--- src/rtl/pm_pkg.sv ---
// Package: shared parameters and types for the predicate mask generator.
// Assumes 4-bit condition fields and a 4-bit mask selector.
package pm_pkg;

    localparam int SEL_W  = 4;
    localparam int CRF_W  = 4;

    // Source of the per-element enable bits.
    typedef enum logic [1:0] {
        SRC_NONE = 2'd0,
        SRC_ALL  = 2'd1,
        SRC_GPR  = 2'd2,
        SRC_CR   = 2'd3
    } src_kind_e;

    // Decoded view of the prefix.
    typedef struct packed {
        logic      is_vec;
        logic      illegal;
        src_kind_e kind;
        logic [1:0] gpr_pick;
        logic [1:0] flag_pick;
        logic      invert;
    } sel_info_t;

endpackage

--- src/rtl/pm_prefix_decode.sv ---
// Prefix decoder: checks the vector-prefix qualification bits and turns the
// scattered selector bits into a source kind, register pick, flag pick and
// invert bit. Pure combinational. Assumes MSB-first bit numbering of the prefix.
module pm_prefix_decode
    import pm_pkg::*;
#(
    parameter int PFX_W = 32
) (
    input  logic [PFX_W-1:0] prefix,
    output sel_info_t        info
);
    // MSB-first bit n sits at port index PFX_W-1-n.
    localparam int B_OP_HI = PFX_W - 1;
    localparam int B_OP_LO = PFX_W - 6;
    localparam int B_RM0   = PFX_W - 1 - 6;
    localparam int B_TAG7  = PFX_W - 1 - 7;
    localparam int B_RM1   = PFX_W - 1 - 8;
    localparam int B_TAG9  = PFX_W - 1 - 9;
    localparam int B_RM2   = PFX_W - 1 - 10;
    localparam int B_RM3   = PFX_W - 1 - 11;

    logic [SEL_W-1:0] sel;
    logic             qualifies;
    logic             unused_rest;

    // Gather the selector bits and the qualification test.
    always_comb begin
        sel       = {prefix[B_RM0], prefix[B_RM1], prefix[B_RM2], prefix[B_RM3]};
        qualifies = (prefix[B_OP_HI:B_OP_LO] == 6'd1) && prefix[B_TAG7] && prefix[B_TAG9];
    end

    assign unused_rest = ^prefix[B_RM3-1:0];

    // Map the selector onto a source description.
    always_comb begin
        info           = '0;
        info.is_vec    = qualifies;
        info.invert    = sel[0];
        info.gpr_pick  = sel[2:1];
        info.flag_pick = sel[2:1];
        info.kind      = SRC_NONE;
        if (qualifies) begin
            if (sel[3]) begin
                info.kind = SRC_CR;
            end else if (sel[2:1] != 2'b00) begin
                info.kind = SRC_GPR;
            end else if (sel[0]) begin
                info.kind = SRC_ALL;
            end else begin
                info.illegal = 1'b1;
            end
        end
    end
endmodule

--- src/rtl/pm_gpr_select.sv ---
// Integer predicate source: chooses one of three registers by a 2-bit pick
// (01, 10, 11) and optionally inverts it. Pick 00 yields zeros; it is never
// selected by the decoder for this source.
module pm_gpr_select #(
    parameter int ELEMS = 64
) (
    input  logic [ELEMS-1:0] gpr_a,
    input  logic [ELEMS-1:0] gpr_b,
    input  logic [ELEMS-1:0] gpr_c,
    input  logic [1:0]       pick,
    input  logic             invert,
    output logic [ELEMS-1:0] bits
);
    logic [ELEMS-1:0] chosen;

    // Register mux.
    always_comb begin
        case (pick)
            2'b01:   chosen = gpr_a;
            2'b10:   chosen = gpr_b;
            2'b11:   chosen = gpr_c;
            default: chosen = '0;
        endcase
    end

    // Apply the optional inversion.
    assign bits = invert ? ~chosen : chosen;
endmodule

--- src/rtl/pm_cr_gather.sv ---
// Condition-field predicate source: element i reads one flag of field
// (BASE+i) mod NUM_CR. Flags in a field run LT, GT, EQ, SO from the MSB down,
// so flag pick p selects field bit (3-p). Assumes 4-bit fields.
module pm_cr_gather
    import pm_pkg::*;
#(
    parameter int ELEMS  = 64,
    parameter int NUM_CR = 64,
    parameter int BASE   = 6
) (
    input  logic [NUM_CR*CRF_W-1:0] cr_file,
    input  logic [1:0]              flag_pick,
    input  logic                    invert,
    output logic [ELEMS-1:0]        bits
);
    genvar i;
    generate
        for (i = 0; i < ELEMS; i++) begin : g_elem
            localparam int FIELD = (BASE + i) % NUM_CR;
            logic [CRF_W-1:0] fld;
            // Pick the field of this element and test the chosen flag.
            always_comb begin
                fld     = cr_file[FIELD*CRF_W +: CRF_W];
                bits[i] = fld[~flag_pick] ^ invert;
            end
        end
    endgenerate
endmodule

--- src/rtl/pm_len_limit.sv ---
// Length limiter: bit i of the output is 1 when i < vec_len. Lengths above
// ELEMS behave as ELEMS.
module pm_len_limit #(
    parameter int ELEMS = 64,
    parameter int LEN_W = 7
) (
    input  logic [LEN_W-1:0] vec_len,
    output logic [ELEMS-1:0] open
);
    genvar i;
    generate
        for (i = 0; i < ELEMS; i++) begin : g_lim
            // Element is inside the vector.
            assign open[i] = (vec_len > LEN_W'(i));
        end
    endgenerate
endmodule

--- src/rtl/pred_mask_gen.sv ---
// Top: builds the registered per-element predicate mask from the prefix,
// three integer predicate candidates, the condition-field file and the
// vector length. One cycle of latency; synchronous active-low reset.
module pred_mask_gen
    import pm_pkg::*;
#(
    parameter int PFX_W  = 32,
    parameter int ELEMS  = 64,
    parameter int NUM_CR = 64,
    parameter int CR_BASE = 6,
    localparam int LEN_W = $clog2(ELEMS + 1),
    localparam int CR_W  = NUM_CR * CRF_W
) (
    input  logic             clk,
    input  logic             rst_n,
    input  logic             in_valid,
    input  logic [PFX_W-1:0] prefix,
    input  logic [ELEMS-1:0] gpr_a,
    input  logic [ELEMS-1:0] gpr_b,
    input  logic [ELEMS-1:0] gpr_c,
    input  logic [CR_W-1:0]  cr_file,
    input  logic [LEN_W-1:0] vec_len,
    output logic             out_valid,
    output logic [ELEMS-1:0] out_mask,
    output logic             out_illegal
);
    sel_info_t        info;
    logic [ELEMS-1:0] gpr_bits;
    logic [ELEMS-1:0] cr_bits;
    logic [ELEMS-1:0] len_open;
    logic [ELEMS-1:0] raw_mask;
    logic [ELEMS-1:0] next_mask;

    pm_prefix_decode #(.PFX_W(PFX_W)) i_dec (
        .prefix (prefix),
        .info   (info)
    );

    pm_gpr_select #(.ELEMS(ELEMS)) i_gpr (
        .gpr_a  (gpr_a),
        .gpr_b  (gpr_b),
        .gpr_c  (gpr_c),
        .pick   (info.gpr_pick),
        .invert (info.invert),
        .bits   (gpr_bits)
    );

    pm_cr_gather #(.ELEMS(ELEMS), .NUM_CR(NUM_CR), .BASE(CR_BASE)) i_cr (
        .cr_file   (cr_file),
        .flag_pick (info.flag_pick),
        .invert    (info.invert),
        .bits      (cr_bits)
    );

    pm_len_limit #(.ELEMS(ELEMS), .LEN_W(LEN_W)) i_len (
        .vec_len (vec_len),
        .open    (len_open)
    );

    // Select the enable source for this prefix.
    always_comb begin
        case (info.kind)
            SRC_ALL: raw_mask = '1;
            SRC_GPR: raw_mask = gpr_bits;
            SRC_CR:  raw_mask = cr_bits;
            default: raw_mask = '0;
        endcase
        next_mask = raw_mask & len_open;
    end

    // Output registers: strobe every cycle, result only on in_valid.
    always_ff @(posedge clk) begin
        if (!rst_n) begin
            out_valid   <= 1'b0;
            out_mask    <= '0;
            out_illegal <= 1'b0;
        end else begin
            out_valid <= in_valid;
            if (in_valid) begin
                out_mask    <= next_mask;
                out_illegal <= info.illegal;
            end
        end
    end
endmodule

--- config.mk ---
export PLATFORM = sky130hd
export DESIGN_NAME = pred_mask_gen
export DESIGN_NICKNAME = d
export VERILOG_FILES = /design/src/rtl/pm_pkg.sv /design/src/rtl/pm_prefix_decode.sv /design/src/rtl/pm_gpr_select.sv /design/src/rtl/pm_cr_gather.sv /design/src/rtl/pm_len_limit.sv /design/src/rtl/pred_mask_gen.sv
export SDC_FILE = /design/constraint.sdc
export NUM_CORES = 1
export LEC_CHECK = 0
export ABC_AREA = 1
export ABC_CLOCK_PERIOD_IN_PS = 4150
export CAP_MARGIN = 20
export CORE_AREA = 5 5 214 216
export CTS_CLUSTER_SIZE = 12
export DETAILED_ROUTE_END_ITERATION = 8
export DIE_AREA = 0 0 219 221
export GPL_ROUTABILITY_DRIVEN = 0
export PLACE_DENSITY = 0.48
export RECOVER_POWER = 100
export SLEW_MARGIN = 20
export SYNTH_ARGS = -nofsm -noshare
export SYNTH_HDL_FRONTEND = slang
export SYNTH_SLANG_ARGS = --single-unit
--- constraint.sdc ---
create_clock -name clk -period 4.15 [get_ports clk]
set_clock_uncertainty 0.1 [all_clocks]
set_input_delay 0.83 -clock clk [delete_from_list [all_inputs] [get_ports clk]]
set_output_delay 0.83 -clock clk [all_outputs]
set_load 0.02 [all_outputs]
# [After elaboration in Yosys (flattened, before gate mapping)]
# Index checks and enable logic that the tools add are counted.
[word_totals] ff_bits=66 latchBits=0 ramBits=0 mem_bits_ro=0 inputBits=490 output_inout_bits=66 word_cells=283 mem_count=0
[classes] add_sub_neg=0 mul=0 div=0 order_cmp=65 n_eq_ne=7 n_shift=0 n_mux=138 bitwise_logic=67 n_reduce_logical=3
[ops] cell="case mux 64 bit (3 select lines)" count=2
[ops] cell="greater-than comparator 7 x 6 -> 1 bit (second input constant)" count=32
[ops] cell="binary-select mux 1 bit (select 2 bit)" count=64
[ops] cell="greater-than comparator 7 x 5 -> 1 bit (second input constant)" count=16
[ops] cell="2-to-1 mux 1 bit" count=68
[ops] cell="AND 64 bit" count=1
[ops] cell="2-to-1 mux 64 bit" count=1
[ops] cell="NOT 64 bit" count=1
[ops] cell="XOR 1 bit" count=64
[ops] cell="greater-than comparator 7 x 4 -> 1 bit (second input constant)" count=8
[ops] cell="greater-than comparator 7 x 3 -> 1 bit (second input constant)" count=4
[ops] cell="greater-than comparator 7 x 1 -> 1 bit (second input constant)" count=2
[ops] cell="greater-than comparator 7 x 2 -> 1 bit (second input constant)" count=2
[ops] cell="equality test 2 bit (second input constant)" count=4
[ops] cell="equality test 6 x 1 -> 1 bit (second input constant)" count=1
[ops] cell="equality test 2 x 1 -> 1 bit (second input constant)" count=2
[ops] cell="2-to-1 mux 2 bit" count=2
[ops] cell="less-than comparator 2 x 3 -> 1 bit (second input constant)" count=1
[ops] cell="2-to-1 mux 3 bit" count=1
[ops] cell="logical AND 1 bit" count=2
[ops] cell="NOT 2 bit" count=1
[ops] cell="nonzero test 2 bit" count=1

# [Logic depth before layout (Yosys ltp)]
[depth] depth_word=7 ltp_mapped=12 depth_no_buf=11

# [Hierarchy]
# Synthesis repeated with hierarchy kept, for this count alone.
[unflattened] hier_cells=2061 hier_area_um2=10199.8
[modules_own_cells] mod="pred_mask_gen" instances=1 cells_each=686 area_each_um2=3906.2 seq_area_each_um2=1321.3
[modules_own_cells] mod="pm_cr_gather" instances=1 cells_each=697 area_each_um2=3000.4 seq_area_each_um2=0.0
[modules_own_cells] mod="pm_gpr_select" instances=1 cells_each=504 area_each_um2=2549.9 seq_area_each_um2=0.0
[modules_own_cells] mod="pm_len_limit" instances=1 cells_each=147 area_each_um2=608.1 seq_area_each_um2=0.0
[modules_own_cells] mod="pm_prefix_decode" instances=1 cells_each=27 area_each_um2=135.1 seq_area_each_um2=0.0

# [Worst setup path after synthesis]
# OpenSTA, ideal clock, no wires.
[synth_path] path_kind="input-to-reg" from="input port prefix[20]" to="register out_mask[8]" setup_time_ns=0.132 t_arrival_ns=1.970 required_time_ns=3.918 slack_ns=1.948 path_stages=9 n_path_buf=3 path_cell_list="buf_2 > clkinv_1 > clkbuf_1 > clkbuf_1 > nand3_1 > nand3_1 > nand3_1 > nand2_1 > a21oi_1"
[synth_via] elab_chain_len=7 elab_cells_between_ends=11 classes_between="eq/ne: 3; mux: 6; bitwise: 2"
[synth_lines] element="from (decl)" line_no="pred_mask_gen.sv:17" text="input logic [PFX_W-1:0] prefix,"
[synth_lines] element="2-to-1 mux 1 bit" line_no="pm_prefix_decode.sv:47" text="end else if (sel[0]) begin"
[synth_lines] element="2-to-1 mux 2 bit" line_no="pm_prefix_decode.sv:45" text="end else if (sel[2:1] != 2'b00) begin"
[synth_lines] element="2-to-1 mux 2 bit" line_no="pm_prefix_decode.sv:43" text="if (sel[3]) begin"
[synth_lines] element="2-to-1 mux 3 bit" line_no="pm_prefix_decode.sv:42" text="if (qualifies) begin"
[synth_lines] element="equality test 2 bit / equality test 2 x 1 -> 1 bit (equally long branches)" line_no="pred_mask_gen.sv:62" text="case (info.kind)"
[synth_lines] element="case mux 64 bit (3 select lines) (*)" line_no="pred_mask_gen.sv:62"
[synth_lines] element="AND 64 bit (*)" line_no="pred_mask_gen.sv:68" text="next_mask = raw_mask & len_open;"
[synth_lines] element="to (signal assigned)" line_no="pred_mask_gen.sv:80" text="out_mask <= next_mask;"
[synth_lines] element="to (decl)" line_no="pred_mask_gen.sv:24" text="output logic [ELEMS-1:0] out_mask,"
# Every way passes the cells marked *; elsewhere a longest branch is shown, timed or not.
# A chain may end at the register's enable or synchronous reset.

==> run metrics <==
Area after DPL 15,200 um^2; final worst path period share 86.0%; Post-CTS Setup Bufs 0; critical path class in2reg; Slew Limit Fails 0; Fill cells 5,049; vias 14,277; CTS buffer count 9; fin crit period 3570 ps; residual DRC count 0; DRT Pass-1 Iters 6; Max Cap Viol 0; synthesized flop and latch total 66; most common cell after layout, fill and taps aside nand2_1; leakage 0.00738 uW; status finished, final reports clean; die area 48,400 um^2; syn nets 2,476; global-route wire length before repair 89.0 mm; sequential fraction of the synthesis area 14.1%; Worst Path Max Fanout 31; number of global-route vias before repair 14,111; die height 221 um; Post-Synth Adder-Cell Area 0%; RSZ-0062 raised after global routing false; CP max stage delay 750 ps; mux cell area share after synthesis 0%; H-Tree Depth 3; WL/cell 20.0 um; Hold-fix buffers, CTS 0; initial DRC count 902; clock slew at reported path FFs 60 ps; XOR/XNOR Fraction of Synth Area 0%; I/O pins 556; Std-Cell Rows 77; HPWL after DPL 48.4 mm; design area 15,500 um^2; worst path required time 4320 ps; Clock Latency Late Sink 340 ps; vias per inst 4.74; post-synthesis average cell area 4.72 um^2; HP Class reg2reg; max_slew headroom 26.1%; Nets 2,906; Die W 219 um; Power Density 169 nW/um^2; worst-path cell chain clkdlybuf4s50_1, clkbuf_1, inv_1, clkbuf_1, a21oi_1, nand2_1, a21oi_1; pin count of the biggest net entering global routing 106; Mapped Area 9370 um^2; Slowest-stage cell, CP inv_1; Fin. Hold Viols 0; fmax 0.280 GHz; Global Route Usage Sum 23.7%; Design Power 2620 uW; simple-gate area share of the yosys netlist 70.0%; IO Port Bufs 535; peak supply drop 0.201 mV; main combinational cell family by area after synthesis simple AND/OR/NAND/NOR gates; Synth Area in Compound Gates 6.53%; Clock Sinks 66; Ys Warns 0; share of layout cells above drive strength 1 1.98%; initial antenna violation count 5; CTS Buffer Depth 2; total routed wirelength 60.3 mm; type of origin of the critical path input port; ANT nets after route 0; core area 43,700 um^2; final setup fails 0; CTS resizes 0; setup_tns 0 ps; library cells used by synthesis 20; final global-route overflow total 0; Syn-to-layout area delta 65.4%; R2R setup slack 3340 ps; Worst-Margin Slew 1110 ps; synthesized netlist cell count 1,986; most frequent cells in the layout nand2_1 (1,100), clkdlybuf4s50_1 (466), nand3_1 (361), a21oi_1 (100), inv_1 (74); clk root buf clkbuf_16; CTS tree built; Arr. time, crit path 3740 ps; starting density of the core 21.4%; CP Capture Type flip-flop
-- logic make-up (layout without fill, tap and decap cells) --
| group | Yosys count | after routing |
|---|---|---|
| AOI/OAI and AO/OA | 118 | 118 |
| buffers and inverters | 220 | 653 |
| DFF | 66 | 66 |
| other | 0 | 4 |
| and+or+nand+nor | 1582 | 1582 |
-- where the power goes --
group	leakage, uW	switching, uW	internal, uW
registers	0.000532	0.236	635
logic	0.00670	612	595
clock network	0.000147	287	489
total	0.00738	899	1720
-- metrics by stage --
stage / hold WS [ps] / instances / worst slack, ps / util, %
6_report: 360 / 3015 / 580 / 35.4
5_1_grt: 384 / 3015 / 438 / 35.4
4_1_cts: 365 / 3011 / 994 / 35.4
3_5_place_dp: 357 / 2997 / 648 / 34.8
3_3_place_gp: 355 / 2996 / 693 / 34.7
2_1_floorplan: 445 / 1986 / 1950 / -
-- per-layer routing --
layer / track usage, % / vias up / wire length [um]
met5: 0 / - / 17
met2: 43.6 / 469 / 30500
li1: - / 7244 / -
met4: 3.46 / 2 / 659
met3: 4.77 / 29 / 4170
met1: 29.0 / 6533 / 25000
-- layout make-up --
class	instances	area, um^2	share of cell area, %
multi-input cells	1700	7190	46.4
clock buffers	11	253	1.63
well taps	592	741	4.78
repair buffers	558	5630	36.3
diodes	4	10.0	0.0646
clock inverters	3	40.0	0.258
flip-flops and latches	66	1320	8.53
inverters	81	310	2.00
-- synthesized netlist by cell type (all sizes together) --
master | instances | share of area, %
nand2 | 1100 | 44
nand3 | 362 | 19
a21oi | 100 | 5.3
clkbuf | 82 | 3.3
inv | 79 | 3.2
dfxtp | 66 | 14
nand4 | 60 | 4.0
buf | 57 | 2.8
nor2 | 50 | 2.1
nor3 | 10 | 0.53
o21ai | 9 | 0.48
o21a | 5 | 0.40
a211oi | 2 | 0.16
clkinv | 2 | 0.080
a21boi | 1 | 0.080
a31oi | 1 | 0.067
-- path summary, 6_finish.rpt --
check                             from                        end  cells past startpoint
max                           in_valid   out_mask[2]$_SDFFE_PN0P_                      7
min           out_mask[5]$_SDFFE_PN0P_   out_mask[5]$_SDFFE_PN0P_                      2
min reg2reg   out_mask[5]$_SDFFE_PN0P_   out_mask[5]$_SDFFE_PN0P_                      2
max reg2reg  out_mask[42]$_SDFFE_PN0P_  out_mask[42]$_SDFFE_PN0P_                      2
-- flip-flops by register name (all words and copies together), names as in the netlist --
name         cells
out_mask        64
out_valid        1
out_illegal      1
-- critical path, delay by kind of cell --
kind	cells	cell delay (ps)
buffers and inverters	4	2360
AO/OA/AOI/OAI	2	450
AND/OR/NAND/NOR	1	80
Power figures use the tool's default switching activity.
